===== src/rtl/gpio_res_pkg.sv =====
`timescale 1ns/1ps
package gpio_res_pkg;

    localparam int DIR_BIT    = 0;
    localparam int BUFDIS_BIT = 1;
    localparam int PULL_LSB   = 2;
    localparam int MODE_LSB   = 8;
    localparam int SENSE_LSB  = 16;
    localparam int FIELD_TOP  = SENSE_LSB + 1;

    typedef enum logic [1:0] {
        PULL_NONE  = 2'd0,
        PULL_LOW   = 2'd1,
        PULL_SPARE = 2'd2,
        PULL_HIGH  = 2'd3
    } pull_sel_e;

    typedef enum logic [1:0] {
        SENSE_IDLE0 = 2'd0,
        SENSE_IDLE1 = 2'd1,
        SENSE_HI    = 2'd2,
        SENSE_LO    = 2'd3
    } sense_sel_e;

    typedef struct packed {
        logic oe;
        logic lvl;
        logic in_upd;
        logic in_val;
        logic short_f;
        logic sense_hit;
    } pin_res_t;

    // Drive-mode gate: which output levels a mode lets through.
    function automatic logic mode_permits(input logic [2:0] mode, input logic out_bit);
        logic ok;
        case (mode)
            3'd0, 3'd1, 3'd2, 3'd3: ok = 1'b1;
            3'd4, 3'd5:             ok = out_bit;
            default:                ok = ~out_bit;
        endcase
        return ok;
    endfunction

endpackage


===== src/rtl/gpio_pin_cell.sv =====
`timescale 1ns/1ps
module gpio_pin_cell
    import gpio_res_pkg::*;
#(
    parameter int CFG_W = 32
) (
    input  logic [CFG_W-1:0] cfg_i,
    input  logic             out_bit_i,
    input  logic             pad_in_i,
    input  logic             pad_valid_i,
    output pin_res_t         res_o
);

    localparam logic [CFG_W-1:0] USED_MASK =
        CFG_W'((32'h3 << SENSE_LSB) | (32'h7 << MODE_LSB) | (32'h3 << PULL_LSB) |
               (32'h1 << BUFDIS_BIT) | (32'h1 << DIR_BIT));

    logic       dir_en;
    logic       buf_dis;
    pull_sel_e  pull_sel;
    sense_sel_e sense_sel;
    logic [2:0] drv_mode;
    logic       pull_on;
    logic       pull_lvl;
    logic       drv_on;
    logic       cfg_unused;

    assign dir_en     = cfg_i[DIR_BIT];
    assign buf_dis    = cfg_i[BUFDIS_BIT];
    assign pull_sel   = pull_sel_e'(cfg_i[PULL_LSB +: 2]);
    assign drv_mode   = cfg_i[MODE_LSB +: 3];
    assign sense_sel  = sense_sel_e'(cfg_i[SENSE_LSB +: 2]);
    assign cfg_unused = |(cfg_i & ~USED_MASK);

    assign pull_on  = (pull_sel == PULL_LOW) || (pull_sel == PULL_HIGH);
    assign pull_lvl = (pull_sel == PULL_HIGH);
    assign drv_on   = dir_en & mode_permits(drv_mode, out_bit_i);

    always_comb begin
        res_o           = '0;
        res_o.oe        = drv_on;
        res_o.lvl       = out_bit_i;
        if (buf_dis) begin
            if (pull_on) begin
                res_o.in_upd = 1'b1;
                res_o.in_val = pull_lvl;
            end
        end else if (pad_valid_i) begin
            res_o.in_upd    = 1'b1;
            res_o.in_val    = pad_in_i;
            res_o.short_f   = drv_on & (out_bit_i != pad_in_i);
            res_o.sense_hit = ((sense_sel == SENSE_HI) &  pad_in_i) |
                              ((sense_sel == SENSE_LO) & ~pad_in_i);
        end else if (drv_on) begin
            res_o.in_upd = 1'b1;
            res_o.in_val = out_bit_i;
        end else if (pull_on) begin
            res_o.oe     = 1'b1;
            res_o.lvl    = pull_lvl;
            res_o.in_upd = 1'b1;
            res_o.in_val = pull_lvl;
        end
    end

endmodule


===== src/rtl/gpio_sense_merge.sv =====
`timescale 1ns/1ps
module gpio_sense_merge #(
    parameter int NUM_PINS = 32
) (
    input  logic [NUM_PINS-1:0] hit_i,
    output logic                any_o
);

    assign any_o = |hit_i;

endmodule


===== src/rtl/gpio_pin_resolver.sv =====
`timescale 1ns/1ps
module gpio_pin_resolver
    import gpio_res_pkg::*;
#(
    parameter int NUM_PINS = 32,
    parameter int CFG_W    = 32
) (
    input  logic                      clk_i,
    input  logic                      rst_ni,
    input  logic [NUM_PINS-1:0]       out_bits_i,
    input  logic [NUM_PINS*CFG_W-1:0] cfg_i,
    input  logic [NUM_PINS-1:0]       pad_in_i,
    input  logic [NUM_PINS-1:0]       pad_valid_i,
    output logic [NUM_PINS-1:0]       pad_out_o,
    output logic [NUM_PINS-1:0]       pad_oe_o,
    output logic [NUM_PINS-1:0]       in_value_o,
    output logic [NUM_PINS-1:0]       short_o,
    output logic                      detect_o,
    output logic [NUM_PINS-1:0]       chg_o
);

    typedef struct packed {
        logic [NUM_PINS-1:0] in_val;
        logic [NUM_PINS-1:0] chg;
        logic [NUM_PINS-1:0] oe_prev;
        logic [NUM_PINS-1:0] lvl_prev;
        logic                detect;
        logic                armed;
    } res_state_t;

    res_state_t cur_q, nxt_d;

    logic [NUM_PINS-1:0] oe_vec, lvl_vec, upd_vec, inv_vec, short_vec, hit_vec, bufdis_vec;
    logic                any_hit;

    for (genvar k = 0; k < NUM_PINS; k++) begin : g_pin
        pin_res_t res;
        gpio_pin_cell #(.CFG_W(CFG_W)) cell_i (
            .cfg_i       (cfg_i[k*CFG_W +: CFG_W]),
            .out_bit_i   (out_bits_i[k]),
            .pad_in_i    (pad_in_i[k]),
            .pad_valid_i (pad_valid_i[k]),
            .res_o       (res)
        );
        assign oe_vec[k]     = res.oe;
        assign lvl_vec[k]    = res.lvl;
        assign upd_vec[k]    = res.in_upd;
        assign inv_vec[k]    = res.in_val;
        assign short_vec[k]  = res.short_f;
        assign hit_vec[k]    = res.sense_hit;
        assign bufdis_vec[k] = cfg_i[k*CFG_W + BUFDIS_BIT];
    end

    gpio_sense_merge #(.NUM_PINS(NUM_PINS)) merge_i (
        .hit_i (hit_vec),
        .any_o (any_hit)
    );

    always_comb begin
        nxt_d          = cur_q;
        nxt_d.in_val   = (cur_q.in_val & ~upd_vec) | (inv_vec & upd_vec);
        nxt_d.chg      = (oe_vec ^ cur_q.oe_prev) | (lvl_vec ^ cur_q.lvl_prev);
        nxt_d.oe_prev  = oe_vec;
        nxt_d.lvl_prev = lvl_vec;
        nxt_d.detect   = any_hit;
        nxt_d.armed    = 1'b1;
    end

    always_ff @(posedge clk_i) begin
        if (!rst_ni) cur_q <= '0;
        else         cur_q <= nxt_d;
    end

    assign pad_out_o  = lvl_vec;
    assign pad_oe_o   = oe_vec;
    assign short_o    = short_vec;
    assign in_value_o = cur_q.in_val;
    assign detect_o   = cur_q.detect;
    assign chg_o      = cur_q.chg;


    ext_track_chk: assert property (@(posedge clk_i) disable iff (!rst_ni)
        cur_q.armed |=> (((in_value_o ^ $past(pad_in_i)) & $past(pad_valid_i & ~bufdis_vec)) == '0));


    short_drv_chk: assert property (@(posedge clk_i) disable iff (!rst_ni)
        ((short_o & ~(pad_valid_i & pad_oe_o)) == '0));


    detect_ext_chk: assert property (@(posedge clk_i) disable iff (!rst_ni)
        (cur_q.armed && (pad_valid_i == '0)) |=> !detect_o);


    chg_quiet_chk: assert property (@(posedge clk_i) disable iff (!rst_ni)
        (cur_q.armed && $stable(pad_oe_o) && $stable(pad_out_o)) |=> (chg_o == '0));

endmodule


===== config.mk =====
export PLATFORM = sky130hd
export DESIGN_NAME = gpio_pin_resolver
export DESIGN_NICKNAME = d
export VERILOG_FILES = /design/src/rtl/gpio_res_pkg.sv /design/src/rtl/gpio_pin_cell.sv /design/src/rtl/gpio_sense_merge.sv /design/src/rtl/gpio_pin_resolver.sv
export SDC_FILE = /design/constraint.sdc
export NUM_CORES = 1
export LEC_CHECK = 0
export BUFFER_PORTS_ARGS = -buffer_cell sky130_fd_sc_hd__buf_4
export CAP_MARGIN = 40
export CELL_PAD_IN_SITES_DETAIL_PLACEMENT = 0
export CELL_PAD_IN_SITES_GLOBAL_PLACEMENT = 1
export CORE_AREA = 3 3 493 495
export DETAILED_ROUTE_END_ITERATION = 10
export DIE_AREA = 0 0 496 498
export GPL_TIMING_DRIVEN = 1
export PLACE_DENSITY = 0.3
export SYNTH_ARGS = -nofsm -noshare
export SYNTH_HDL_FRONTEND = slang
export SYNTH_SLANG_ARGS = --single-unit

===== constraint.sdc =====
create_clock -name clk_i -period 2.13 [get_ports clk_i]
set_input_delay 0.426 -clock clk_i [delete_from_list [all_inputs] [get_ports clk_i]]
set_output_delay 0.426 -clock clk_i [all_outputs]
set_load 0.05 [all_outputs]

# Yosys cells after proc, flatten, opt, wreduce, memory -nomap -nowiden
# Index checks and enable logic that the tools add are counted.
[classes]
n_eq_ne = 320
mux = 352
bitwise = 231
n_reduce_logical = 129
[ops]
columns = ["op", "n"]
rows = [
  ["$mux W2", 288],
  ["$eq A2 B2 Y1 const B", 96],
  ["$eq A3 B2 Y1 const B", 64],
  ["$eq A3 B3 Y1 const B", 64],
  ["$and A1 B1 Y1", 128],
  ["$mux W4", 32],
  ["$reduce_or A4 Y1", 32],
  ["$eq A3 B1 Y1 const B", 32],
  ["$logic_not A3 Y1", 32],
  ["$and A32 B32 Y32", 2],
  ["$eq A2 B1 Y1 const B", 32],
  ["$not A1 Y1", 64],
  ["$or A32 B32 Y32", 2],
  ["$pmux W1 S2", 32],
  ["$reduce_or A2 Y1", 32],
  ["$xor A32 B32 Y32", 2],
  ["$logic_or A1 B1 Y1", 32],
  ["$ne A1 B1 Y1", 32],
  ["$not A32 Y32", 1],
  ["$or A1 B1 Y1", 32],
  ["$reduce_or A32 Y1", 1],
]
[word_totals]
ff_bits = 129
input_bits = 1122
out_inout_bits = 161
word_cells = 1037

# Longest topological paths before layout
# Gate-level depths: netlist of run 1.
[logic_depth]
depth_word = 10
ltp_mapped = 6
ltp_nobuf = 5

# Modules after synthesis
# Synthesis of run 1 repeated with hierarchy kept, for this count alone.
[hier_totals]
hier_cells = 1307
area_unflattened_um2 = 10900.5
[modules_own_cells]
columns = ["mod", "n_inst", "cells_each", "area_per_inst_um2", "seq_area_each_um2"]
rows = [
  ["gpio_pin_cell", 32, 27, 183.9, 0.0],
  ["gpio_pin_resolver", 1, 432, 4939.7, 2582.5],
  ["gpio_sense_merge", 1, 11, 75.1, 0.0],
]

# Least setup slack after synthesis of run 1
# Ideal clock, no wire load.
[synth_timing]
path_kind = "input-to-output"
start = "in cfg_i[361]"
end = "out short_o[11]"
arrival_time_ns = 2.389
required_time_ns = 1.704
path_slack_ns = -0.685
path_stages = 3
path_cell_list = "xor2_1 > o21ai_0 > nor4b_1"
[synth_between]
elab_chain_len = 7
word_cells_on_any_way = 13
cone_classes = "5 x eq/ne; 3 x mux; 2 x bitwise; 3 x reduce/logical"
[synth_rtl]
columns = ["element", "line_no", "rtl"]
rows = [
  ["start, declared", "gpio_pin_resolver.sv:11", "input logic [NUM_PINS*CFG_W-1:0] cfg_i,"],
  ["$eq A3 B1 Y1 (tied with other cells)", "gpio_res_pkg.sv:37", "case (mode)"],
  ["$reduce_or A4 Y1 or $reduce_or A2 Y1 (tied branches)", "gpio_res_pkg.sv:37", ""],
  ["$pmux W1 S2 *", "gpio_res_pkg.sv:37", ""],
  ["$and A1 B1 Y1 *", "gpio_pin_cell.sv:37", "assign drv_on = dir_en & mode_permits(drv_mode, out_bit_i);"],
  ["$and A1 B1 Y1 *", "gpio_pin_cell.sv:51", "res_o.short_f = drv_on & (out_bit_i != pad_in_i);"],
  ["$mux W2 *", "gpio_pin_cell.sv:48", "end else if (pad_valid_i) begin"],
  ["$mux W2 *", "gpio_pin_cell.sv:43", "if (buf_dis) begin"],
  ["end, declared", "gpio_pin_resolver.sv:17", "output logic [NUM_PINS-1:0] short_o,"],
]
# Every way passes the cells marked *; elsewhere a longest branch is shown, timed or not.

# Final worst setup path of run 1
[layout_timing]
start = "in pad_valid_i[20]"
end = "out pad_out_o[20]"
[layout_between]
elab_chain_len = 2
[layout_rtl]
columns = ["element", "line_no", "rtl"]
rows = [
  ["start, declared", "gpio_pin_resolver.sv:13", "input logic [NUM_PINS-1:0] pad_valid_i,"],
  ["$mux W2", "gpio_pin_cell.sv:48", ""],
  ["$mux W2", "gpio_pin_cell.sv:43", ""],
  ["end, declared", "gpio_pin_resolver.sv:14", "output logic [NUM_PINS-1:0] pad_out_o,"],
]
# Every way passes these cells.

==> results of run 1 <==
final cells by class:
class / instances / area (sq um)
Antenna cell: 13 / 32.53
Clock buffer: 22 / 474.2
Clock inverter: 10 / 100.1
Fill cell: 28020 / 218000
Inverter: 132 / 495.5
Multi-Input combinational cell: 919 / 6371
Sequential cell: 129 / 2582
Tap cell: 3167 / 3963
Timing Repair Buffer: 764 / 6304
worst paths after layout:
| check | startpoint | end | slack (ps) |
|---|---|---|---|
| hold / removal | cfg_i[867] | register | 190 |
| hold reg to reg | cur_q[36]$_SDFF_PN0_ | chg_o[2]$_SDFF_PN0_ | 510 |
| setup reg to reg | register | register | 980 |
| setup / recovery | pad_valid_i[20] | pad_out_o[20] | -190 |
what timing repair did:
action | 4_1_cts | 5_1_grt
hold endpoints to repair | 0 | 0
hold buffers | 0 | 0
gates resized for setup | 89 | 41
pin swaps | 45 | 21
setup buffers | 20 | 9
setup endpoints to repair | 30 | 34
cells by family (layout without fill, tap and decap cells):
logic type | Yosys count | after routing | share of synthesized area
flops | 129 | 129 | 0.2512
mux | 23 | 23 | 0.02264
xor+xnor | 157 | 157 | 0.1338
compound gates | 348 | 348 | 0.2318
simple gates | 391 | 391 | 0.2127
other cells | 0 | 13 | 0
buf+inv | 277 | 928 | 0.1479
cell usage after synthesis, drive strengths merged (29+ instances only):
library cell    n
nand2          79
dfxtp         129
a21o           33
o21ai          98
inv           132
nor2b          39
and2           66
nor2           87
or3b           29
a222oi         43
a21boi         33
xnor2          73
xor2           84
buf           128
a21oi          62
through the flow:
step / std cells / power (mW) / setup slack (ps)
floorplan: 1325 / 5.072 / -9.735
global placement: 5084 / 7.154 / -478.1
detailed placement: 5084 / 7.133 / -453.9
CTS: 5135 / 11.03 / -350.0
global route: 5147 / 11.27 / -308.2
finish: 5156 / 10.47 / -190.8
where the power goes:
| group | switching [mW] | internal, mW | total, mW |
|---|---|---|---|
| Sequential | 0.0916 | 2.63 | 2.72 |
| Clock | 1.66 | 1.71 | 3.37 |
| Combinational | 2.51 | 1.86 | 4.37 |
worst reg2reg max path, delay by kind of cell (launching register included):
| family | cells | cell delay [ps] |
|---|---|---|
| flops | 1 | 350 |
| mux | 1 | 270 |
| compound gates | 3 | 440 |
metal layers:
metal | routed length, um | up-vias | track usage
met3 | 7785 | 84 | 0.03048
met2 | 41810 | 444 | 0.1147
li1 | - | 5786 | -
met5 | 62 | - | 0
met1 | 33340 | 5362 | 0.07309
met4 | 3126 | 10 | 0.03316
==> results.py, run 1 <==
metrics = {
    "status": {
        "status": "finished with violations",
        "violations": "setup timing",
    },
    "critical_path": {
        "crit_cells": 6,
        "cpPeakStageDelay_ps": 400,
        "crit_required_ps": 1700,
        "crit_chain": "buf_6 -> or3b_4 -> a21o_1 -> a222oi_1 -> buf_4 -> buf_12",
        "worstRegToRegCells": 4,
        "worst-setup-path-type": "input pin to output pin",
        "cp.buffers_inverters": 3,
        "crit_slowest_cell": "or3b_4",
        "crit_arrival_ps": 1890,
        "crit_fanout": 3,
        "worstSetupEndpointType": "output pin",
        "path_delay_family": "compound AO/OA/AOI/OAI gates",
        "crit_path_start_kind": "input pin",
    },
    "sta": {
        "report.final.slew_viol_count": 0,
        "fin_crit_sh": 1.090,
        "rsz0062_at_grt": "true",
        "finalClockSkew_ps": 28.21,
        "slew-limit-headroom": 0.6564,
        "finalSetupViolCount": 15,
        "hold_viol": 0,
        "final.setup.tns_ps": -656.1,
        "worst_slew_pin_slew_ps": 502.4,
        "layout_min_cycle_time_ps": 2321,
        "fin_ws_ps": -190.8,
        "max_clock_freq_mhz": 430.9,
        "holdWs_ps": 186.7,
    },
    "power": {
        "p_leak_nw": 8.313,
        "irDropWorstVdd_mv": 0.4845,
        "p_per_area_nw_per_um2": 515.1,
    },
    "yosys": {
        "synth_cell_type_count": 49,
        "synth_top_area_cell": "dfxtp_1",
        "synth_top_flop_cell": "dfxtp_1",
        "yosysSeqAreaShare": 0.2512,
        "synth_nets": 2447,
        "synth_warnings": 0,
        "synth_edf_count": 0,
        "avgSynthCellArea_sq_um": 7.757,
        "synth_top_area_frac": 0.2512,
        "post_synth_inst_count": 1325,
        "synth_area_sq_um": 10280,
        "postSynth.asyncResetShare": 0,
        "synthTopCellsByArea": "dfxtp_1 25%, buf_4 9.3%, xor2_1 7.2%",
        "synth-seq-cells": 129,
    },
    "hold_path": {
        "min_path_type": "input pin to register",
        "whs_path_depth": 3,
    },
    "routing": {
        "drtIter0Drc": 565,
        "wl_per_cell_um": 16.70,
        "vias": 11690,
        "avgViaCountPerCell": 2.266,
        "wirelength_um": 86120,
        "drc": 0,
        "final_antenna_net_count": 0,
        "dr.pass1.iters": 6,
    },
    "floorplan": {
        "die_h_um": 498,
        "fp.dieArea_sq_um": 247000,
        "core_area_sq_um": 238300,
        "io_pins": 1283,
        "row_count": 179,
        "die_w_um": 496,
        "initial_core_util": 0.04313,
    },
    "final_layout": {
        "final_area_sq_um": 20320,
        "syn2layout_area_growth_pct": 97.71,
        "drive_gt1_frac": 0.4327,
        "fin_util": 0.08528,
        "final_cell_mix": "678 x buf_4, 132 x inv_1, 129 x dfxtp_1",
        "layout_commonest_cell": "buf_4",
        "final_nets": 3085,
    },
    "clocking": {
        "cts_root_buf": "clkbuf_16",
        "clock_path_buffers": 2,
        "cts_tree": "done",
        "htree_levels": 4,
        "clkSinkCount": 129,
        "cts_buffers": 17,
        "insertion_delay_ps": 530,
        "clk_pin_slew_worst_paths_ps": 100,
    },
    "grt": {
        "grt_pass1_vias": 12060,
        "track_usage": 0.06853,
        "grt_pass1_wl_um": 110900,
        "grt-ovfl-total": 0,
        "grt_max_degree": 51,
        "antenna_found_initial": 43,
    },
    "place": {
        "port_buffers": 514,
        "hpwlAfterDp_um": 77040,
        "placement.cell_area_sq_um": 18980,
        "place_congestion": 0.7541,
    },
    "job": {
        "cap_viol_max_count": 0,
    },
}
(Power assumes the default switching activity.)
==> run 2, diff against run 1 <==
--- a/config.mk
+++ b/config.mk
@@ -7,2 +7,3 @@
 export LEC_CHECK = 0
+export ABC_AREA = 1
 export BUFFER_PORTS_ARGS = -buffer_cell sky130_fd_sc_hd__buf_4
@@ -11,5 +12,5 @@
 export CELL_PAD_IN_SITES_GLOBAL_PLACEMENT = 1
-export CORE_AREA = 3 3 493 495
+export CORE_AREA = 3 3 500 502
 export DETAILED_ROUTE_END_ITERATION = 10
-export DIE_AREA = 0 0 496 498
+export DIE_AREA = 0 0 503 505
 export GPL_TIMING_DRIVEN = 1
--- a/constraint.sdc
+++ b/constraint.sdc
@@ -3,2 +3,2 @@
 set_output_delay 0.426 -clock clk_i [all_outputs]
-set_load 0.05 [all_outputs]
+set_load 0.01 [all_outputs]
==> run 2 against run 1 <==
Non-clock buffer count decreased by 228. Global-route usage decreased by 0.59 points. Combinational power decreased by 33%. The flow now finishes without violations. Worst hold slack improved by 44 ps. Design area decreased by 10%. Critical path type unchanged. Largest cell class unchanged. Critical endpoint is now short_o[9]. Clock skew decreased by 18 ps. Wire length decreased by 6.4%. Final cell count increased by 4.1%. Area after synthesis increased by 2.7%. Clock power decreased by 3%. Critical path depth increased by 1. Register-to-register slack improved by 160 ps.
==> results.py, run 2 <==
metrics = {
    "yosys": {
        "synth_top_flop_cell": "dfxtp_1",
        "avgSynthCellArea_sq_um": 6.168,
        "synth_top_area_cell": "dfxtp_1",
        "synth_edf_count": 0,
        "post_synth_inst_count": 1711,
        "postSynth.asyncResetShare": 0,
        "synth_area_sq_um": 10550,
        "synth.most_common_cell": "nand2_1",
        "synthTopCellsByArea": "dfxtp_1 24%, nand2_1 15%, inv_1 11%",
        "synth_warnings": 0,
        "yosysSeqAreaShare": 0.2447,
        "synth_cell_type_count": 30,
        "synth-seq-cells": 129,
        "synth_nets": 2833,
        "synth.top_cells.by_count": "421 x nand2_1, 320 x inv_1, 165 x nor2_1",
        "synth_top_area_frac": 0.2447,
    },
    "final_layout": {
        "final_cell_mix": "531 x buf_4, 421 x nand2_1, 320 x inv_1",
        "syn2layout_area_growth_pct": 73.04,
        "layout_commonest_cell": "buf_4",
        "fillerInstances": 29050,
        "final_area_sq_um": 18260,
        "fin_util": 0.07432,
        "final_nets": 3247,
        "drive_gt1_frac": 0.3148,
    },
    "place": {
        "hpwlAfterDp_um": 72220,
        "placement.cell_area_sq_um": 17650,
        "place_congestion": 0.7342,
        "dpl_worst_slack_ps": -99.11,
        "port_buffers": 514,
    },
    "job": {
        "cap_viol_max_count": 0,
    },
    "power": {
        "p_leak_nw": 8.217,
        "p_per_area_nw_per_um2": 486.9,
        "irDropWorstVdd_mv": 0.6748,
    },
    "critical_path": {
        "cp.buffers_inverters": 4,
        "crit_path_start_kind": "input pin",
        "crit_arrival_ps": 1540,
        "r2r_setup_slack_ps": 1140,
        "crit_required_ps": 1700,
        "worstSetupEndpoint": "short_o[9]",
        "crit_top_cell": "buf_4",
        "path_delay_family": "simple AND/OR/NAND/NOR gates",
        "crit_cells": 7,
        "r2r-start": "cur_q[37]$_SDFF_PN0_",
        "crit_chain": "buf_4 -> inv_1 -> nand3_1 -> nand3_2 -> nor4_2 -> buf_4 -> buf_4",
        "crit_fanout": 5,
        "cpPeakStageDelay_ps": 390,
        "worst-setup-path-type": "input pin to output pin",
        "crit_slowest_cell": "nor4_2",
        "worstSetupEndpointType": "output pin",
        "crit_start": "out_bits_i[9]",
        "r2r-end": "chg_o[3]$_SDFF_PN0_",
        "worstRegToRegCells": 7,
    },
    "routing": {
        "wl_per_cell_um": 15.02,
        "avgViaCountPerCell": 2.217,
        "vias": 11900,
        "drtIter0Drc": 441,
        "drc": 0,
        "wirelength_um": 80610,
        "dr.pass1.iters": 6,
        "final_antenna_net_count": 0,
    },
    "floorplan": {
        "core_area_sq_um": 245700,
        "row_count": 182,
        "initial_core_util": 0.04295,
        "io_pins": 1283,
        "die_w_um": 503,
        "fp.dieArea_sq_um": 254000,
        "die_h_um": 505,
    },
    "clocking": {
        "cts_root_buf": "clkbuf_16",
        "htree_levels": 4,
        "cts_resized": 2,
        "clock_path_buffers": 2,
        "clkSinkCount": 129,
        "cts_buffers": 17,
        "cts_tree": "done",
        "cts_setup_buffers": 0,
        "clk_pin_slew_worst_paths_ps": 70,
        "cts_hold_buf": 0,
        "insertion_delay_ps": 520,
    },
    "hold_path": {
        "min_from": "cfg_i[802]",
        "min_path_type": "input pin to register",
    },
    "sta": {
        "finalClockSkew_ps": 10.52,
        "report.final.slew_viol_count": 0,
        "slew-limit-headroom": 0.6757,
        "hold_viol": 0,
        "fin_ws_ps": 168.5,
        "max_clock_freq_mhz": 509.8,
        "worst_slew_pin_slew_ps": 482.4,
        "rsz0062_at_grt": "false",
        "layout_min_cycle_time_ps": 1962,
        "fin_crit_sh": 0.9209,
        "finalSetupViolCount": 0,
    },
    "grt": {
        "grt_max_degree": 35,
        "track_usage": 0.06265,
        "grt-ovfl-total": 0,
        "grt_pass1_wl_um": 105400,
        "grt_pass1_vias": 12180,
        "antenna_found_initial": 42,
    },
    "status": {
        "status": "complete, no violations",
    },
}
## run 2: changes by cell type in the layout (fill, tap and decap cells not counted), sizes merged, moves of 30 or more
| cell | before | now |
|---|---|---|
| inv | 136 | 328 |
| xnor2 | 73 | 43 |
| a222oi | 43 | 0 |
| and2 | 66 | 0 |
| nand3 | 27 | 207 |
| a21o | 33 | 0 |
| nor2b | 39 | 0 |
| buf | 764 | 536 |
| a21boi | 33 | 0 |
| nand2 | 79 | 424 |
| xor2 | 84 | 21 |
| nor2 | 87 | 166 |
| o21ai | 98 | 59 |
## run 2: layout make-up
type,instances,area (sq um),share of cell area
clock inverter,12,133.9,0.007332
tap,3220,4029,0.2206
antenna,10,25.02,0.001370
multi-input combinational,1115,5741,0.3144
inverter,326,1226,0.06715
sequential,129,2582,0.1414
timing repair buffer,536,4086,0.2238
clock buffer,20,436.7,0.02391
## run 2: worst min path at each step
| stage | end | slack [ps] | cells past startpoint |
|---|---|---|---|
| 2_1_floorplan | register | 450 | 2 |
| 3_3_place_gp | register | 490 | 2 |
| 3_5_place_dp | register | 490 | 2 |
| 4_1_cts | cur_q[59]$_SDFF_PN0_ | 140 | 3 |
| 5_1_grt | cur_q[59]$_SDFF_PN0_ | 180 | 3 |
| 6_report | cur_q[59]$_SDFF_PN0_ | 230 | 3 |
## run 2: per-stage QoR
stage	instances	TNS (ps)	hold slack [ps]	total power [mW]
6_report	5368	0	230.8	8.890
3_5_place_dp	5326	-181.9	488.8	5.851
5_1_grt	5359	0	176.1	9.715
2_1_floorplan	1711	0	453.9	4.271
4_1_cts	5358	0	136.5	9.424
3_3_place_gp	5326	-196.1	486.4	5.871
## run 2: kinds of logic after synthesis
family / after synthesis / synth area share
buffers and inverters: 467 / 0.2124
AND/OR/NAND/NOR: 858 / 0.3772
XOR/XNOR: 64 / 0.05383
AO/OA/AOI/OAI: 193 / 0.1119
flip-flops: 129 / 0.2447
## run 2: metal layers
layer / part of all wire / wire length, um / up-vias / track usage
met1: 0.37 / 29680 / 5272 / 0.06301
met4: 0.010 / 843 / 10 / 0.009261
li1: - / - / 6124 / -
met5: 0.00076 / 61 / - / 0
met2: 0.49 / 39780 / 423 / 0.1105
met3: 0.13 / 10240 / 72 / 0.03967
## run 2: power by group
group,leakage [nW],internal [mW],switching (mW)
clock network,0.275,1.72,1.54
registers,1.07,2.62,0.0871
logic,6.87,1.24,1.68
## run 2: worst reg2reg max path, cell delays in order, from the launching register on
cell     delay (ps)
dfxtp_1         310
inv_1            40
nand2_1          50
inv_1            30
nor2_1           80
nand2_1          60
nor2_1          240
nor2_1           70
==> run 3, diff against run 2 <==
- CELL_PAD_IN_SITES_DETAIL_PLACEMENT: 0 -> 1
==> run 3 against run 2 <==
Sequential share of layout area about the same. First-iteration DRC count is 8.6% lower. Count of clock-buffer cells in the layout down 3. Via count is 1.4% higher. Total power rose by 0.73%. Sequential power hardly changed. Largest cell class unchanged. Critical path depth did not move. Clock power up 2%. Worst hold slack worse by 4.0 ps. Largest power group unchanged. Wire length rose by 1.7%.
==> results.py, run 3 (synthesized netlist as in run 2, its figures left out) <==
metrics = {
    "status": {
        "status": "complete, no violations",
    },
    "hold_path": {
        "min_path_type": "input pin to register",
        "whs_path_depth": 3,
    },
    "floorplan": {
        "die_w_um": 503,
        "die_h_um": 505,
        "fp.dieArea_sq_um": 254000,
        "io_pins": 1283,
        "row_count": 182,
        "initial_core_util": 0.04295,
        "core_area_sq_um": 245700,
    },
    "power": {
        "p_per_area_nw_per_um2": 490.5,
        "irDropWorstVdd_mv": 0.6599,
        "power_mw": 8.955,
        "p_leak_nw": 8.219,
    },
    "place": {
        "place_congestion": 0.7342,
        "port_buffers": 514,
        "placement.cell_area_sq_um": 17650,
        "hpwlAfterDp_um": 73460,
        "dpl_worst_slack_ps": -141.2,
    },
    "sta": {
        "finalSetupViolCount": 0,
        "final.setup.tns_ps": 0,
        "hold_viol": 0,
        "fin_ws_ps": 180.6,
        "layout_min_cycle_time_ps": 1949,
        "slew-limit-headroom": 0.6783,
        "fin_crit_sh": 0.9152,
        "max_clock_freq_mhz": 513.0,
        "report.final.slew_viol_count": 0,
        "worst_slew_pin_slew_ps": 480.8,
        "finalClockSkew_ps": 10.30,
        "rsz0062_at_grt": "false",
    },
    "clocking": {
        "cts_hold_buf": 0,
        "cts_buffers": 17,
        "clkSinkCount": 129,
        "insertion_delay_ps": 520,
        "clock_path_buffers": 2,
        "cts_setup_buffers": 0,
        "cts_tree": "done",
        "clk_pin_slew_worst_paths_ps": 80,
        "htree_levels": 4,
        "cts_root_buf": "clkbuf_16",
    },
    "job": {
        "cap_viol_max_count": 0,
    },
    "critical_path": {
        "crit_fanout": 5,
        "worstRegToRegCells": 7,
        "crit_arrival_ps": 1520,
        "worstSetupEndpointType": "output pin",
        "crit_path_start_kind": "input pin",
        "worst-setup-path-type": "input pin to output pin",
        "crit_required_ps": 1700,
    },
    "final_layout": {
        "fin_util": 0.07431,
        "final_nets": 3247,
        "layout_commonest_cell": "buf_4",
        "final_area_sq_um": 18260,
        "syn2layout_area_growth_pct": 73.01,
        "drive_gt1_frac": 0.3162,
        "final_cell_mix": "531 x buf_4, 421 x nand2_1, 320 x inv_1",
        "fillerInstances": 29660,
    },
    "routing": {
        "vias": 12070,
        "avgViaCountPerCell": 2.249,
        "dr.pass1.iters": 6,
        "wirelength_um": 81950,
        "wl_per_cell_um": 15.28,
        "final_antenna_net_count": 0,
        "drc": 0,
        "drtIter0Drc": 403,
    },
    "grt": {
        "track_usage": 0.06390,
        "grt-ovfl-total": 0,
        "grt_pass1_wl_um": 108500,
        "grt_max_degree": 35,
        "antenna_found_initial": 42,
        "grt_pass1_vias": 12890,
    },
}
==> run 3: metrics by stage <==
stage               std cells  hold slack (ps)
floorplan                1711            453.9
global placement         5326            486.4
detailed placement       5326            490.2
CTS                      5358            131.3
global route             5359            170.8
finish                   5364            226.8
==> run 3: what timing repair did <==
action                     CTS  global route
hold endpoints to repair     0             0
setup endpoints to repair    2             0
resized for setup            2             0
==> run 3: final cells by class <==
cell class	instances	area, sq um	area share
multi-input combinational	1115	5741	0.3144
timing repair buffer	536	4086	0.2238
tap	3220	4029	0.2207
sequential	129	2582	0.1414
inverter	326	1226	0.06716
clock buffer	17	425.4	0.02330
clock inverter	15	152.6	0.008361
antenna	6	15.01	0.0008224
==> run 3: worst paths after layout <==
path / slack (ps) / end / start
setup reg to reg: 1130 / chg_o[3]$_SDFF_PN0_ / cur_q[37]$_SDFF_PN0_
setup / recovery: 180 / short_o[15] / out_bits_i[15]
hold / removal: 230 / cur_q[59]$_SDFF_PN0_ / cfg_i[802]
hold reg to reg: 490 / register / register
==> run 3: where the power goes <==
| part | leakage [nW] | switching, mW | internal, mW |
|---|---|---|---|
| logic | 6.87 | 1.70 | 1.24 |
| registers | 1.07 | 0.0892 | 2.61 |
| clock network | 0.277 | 1.67 | 1.64 |
==> run 3: routing by layer <==
layer | vias to the layer above | GRT usage | share of wire
met1 | 5453 | 0.06593 | 0.38
met5 | - | 0 | 0.0011
met2 | 399 | 0.1127 | 0.49
met3 | 83 | 0.03756 | 0.12
li1 | 6115 | - | -
met4 | 16 | 0.009590 | 0.011
==> run 3: critical path, cell delays in order <==
cell and delay, ps:
buf_4 130, inv_1 60, nand3_1 70, nand3_2 140
nor4_1 300, buf_4 180, buf_4 200
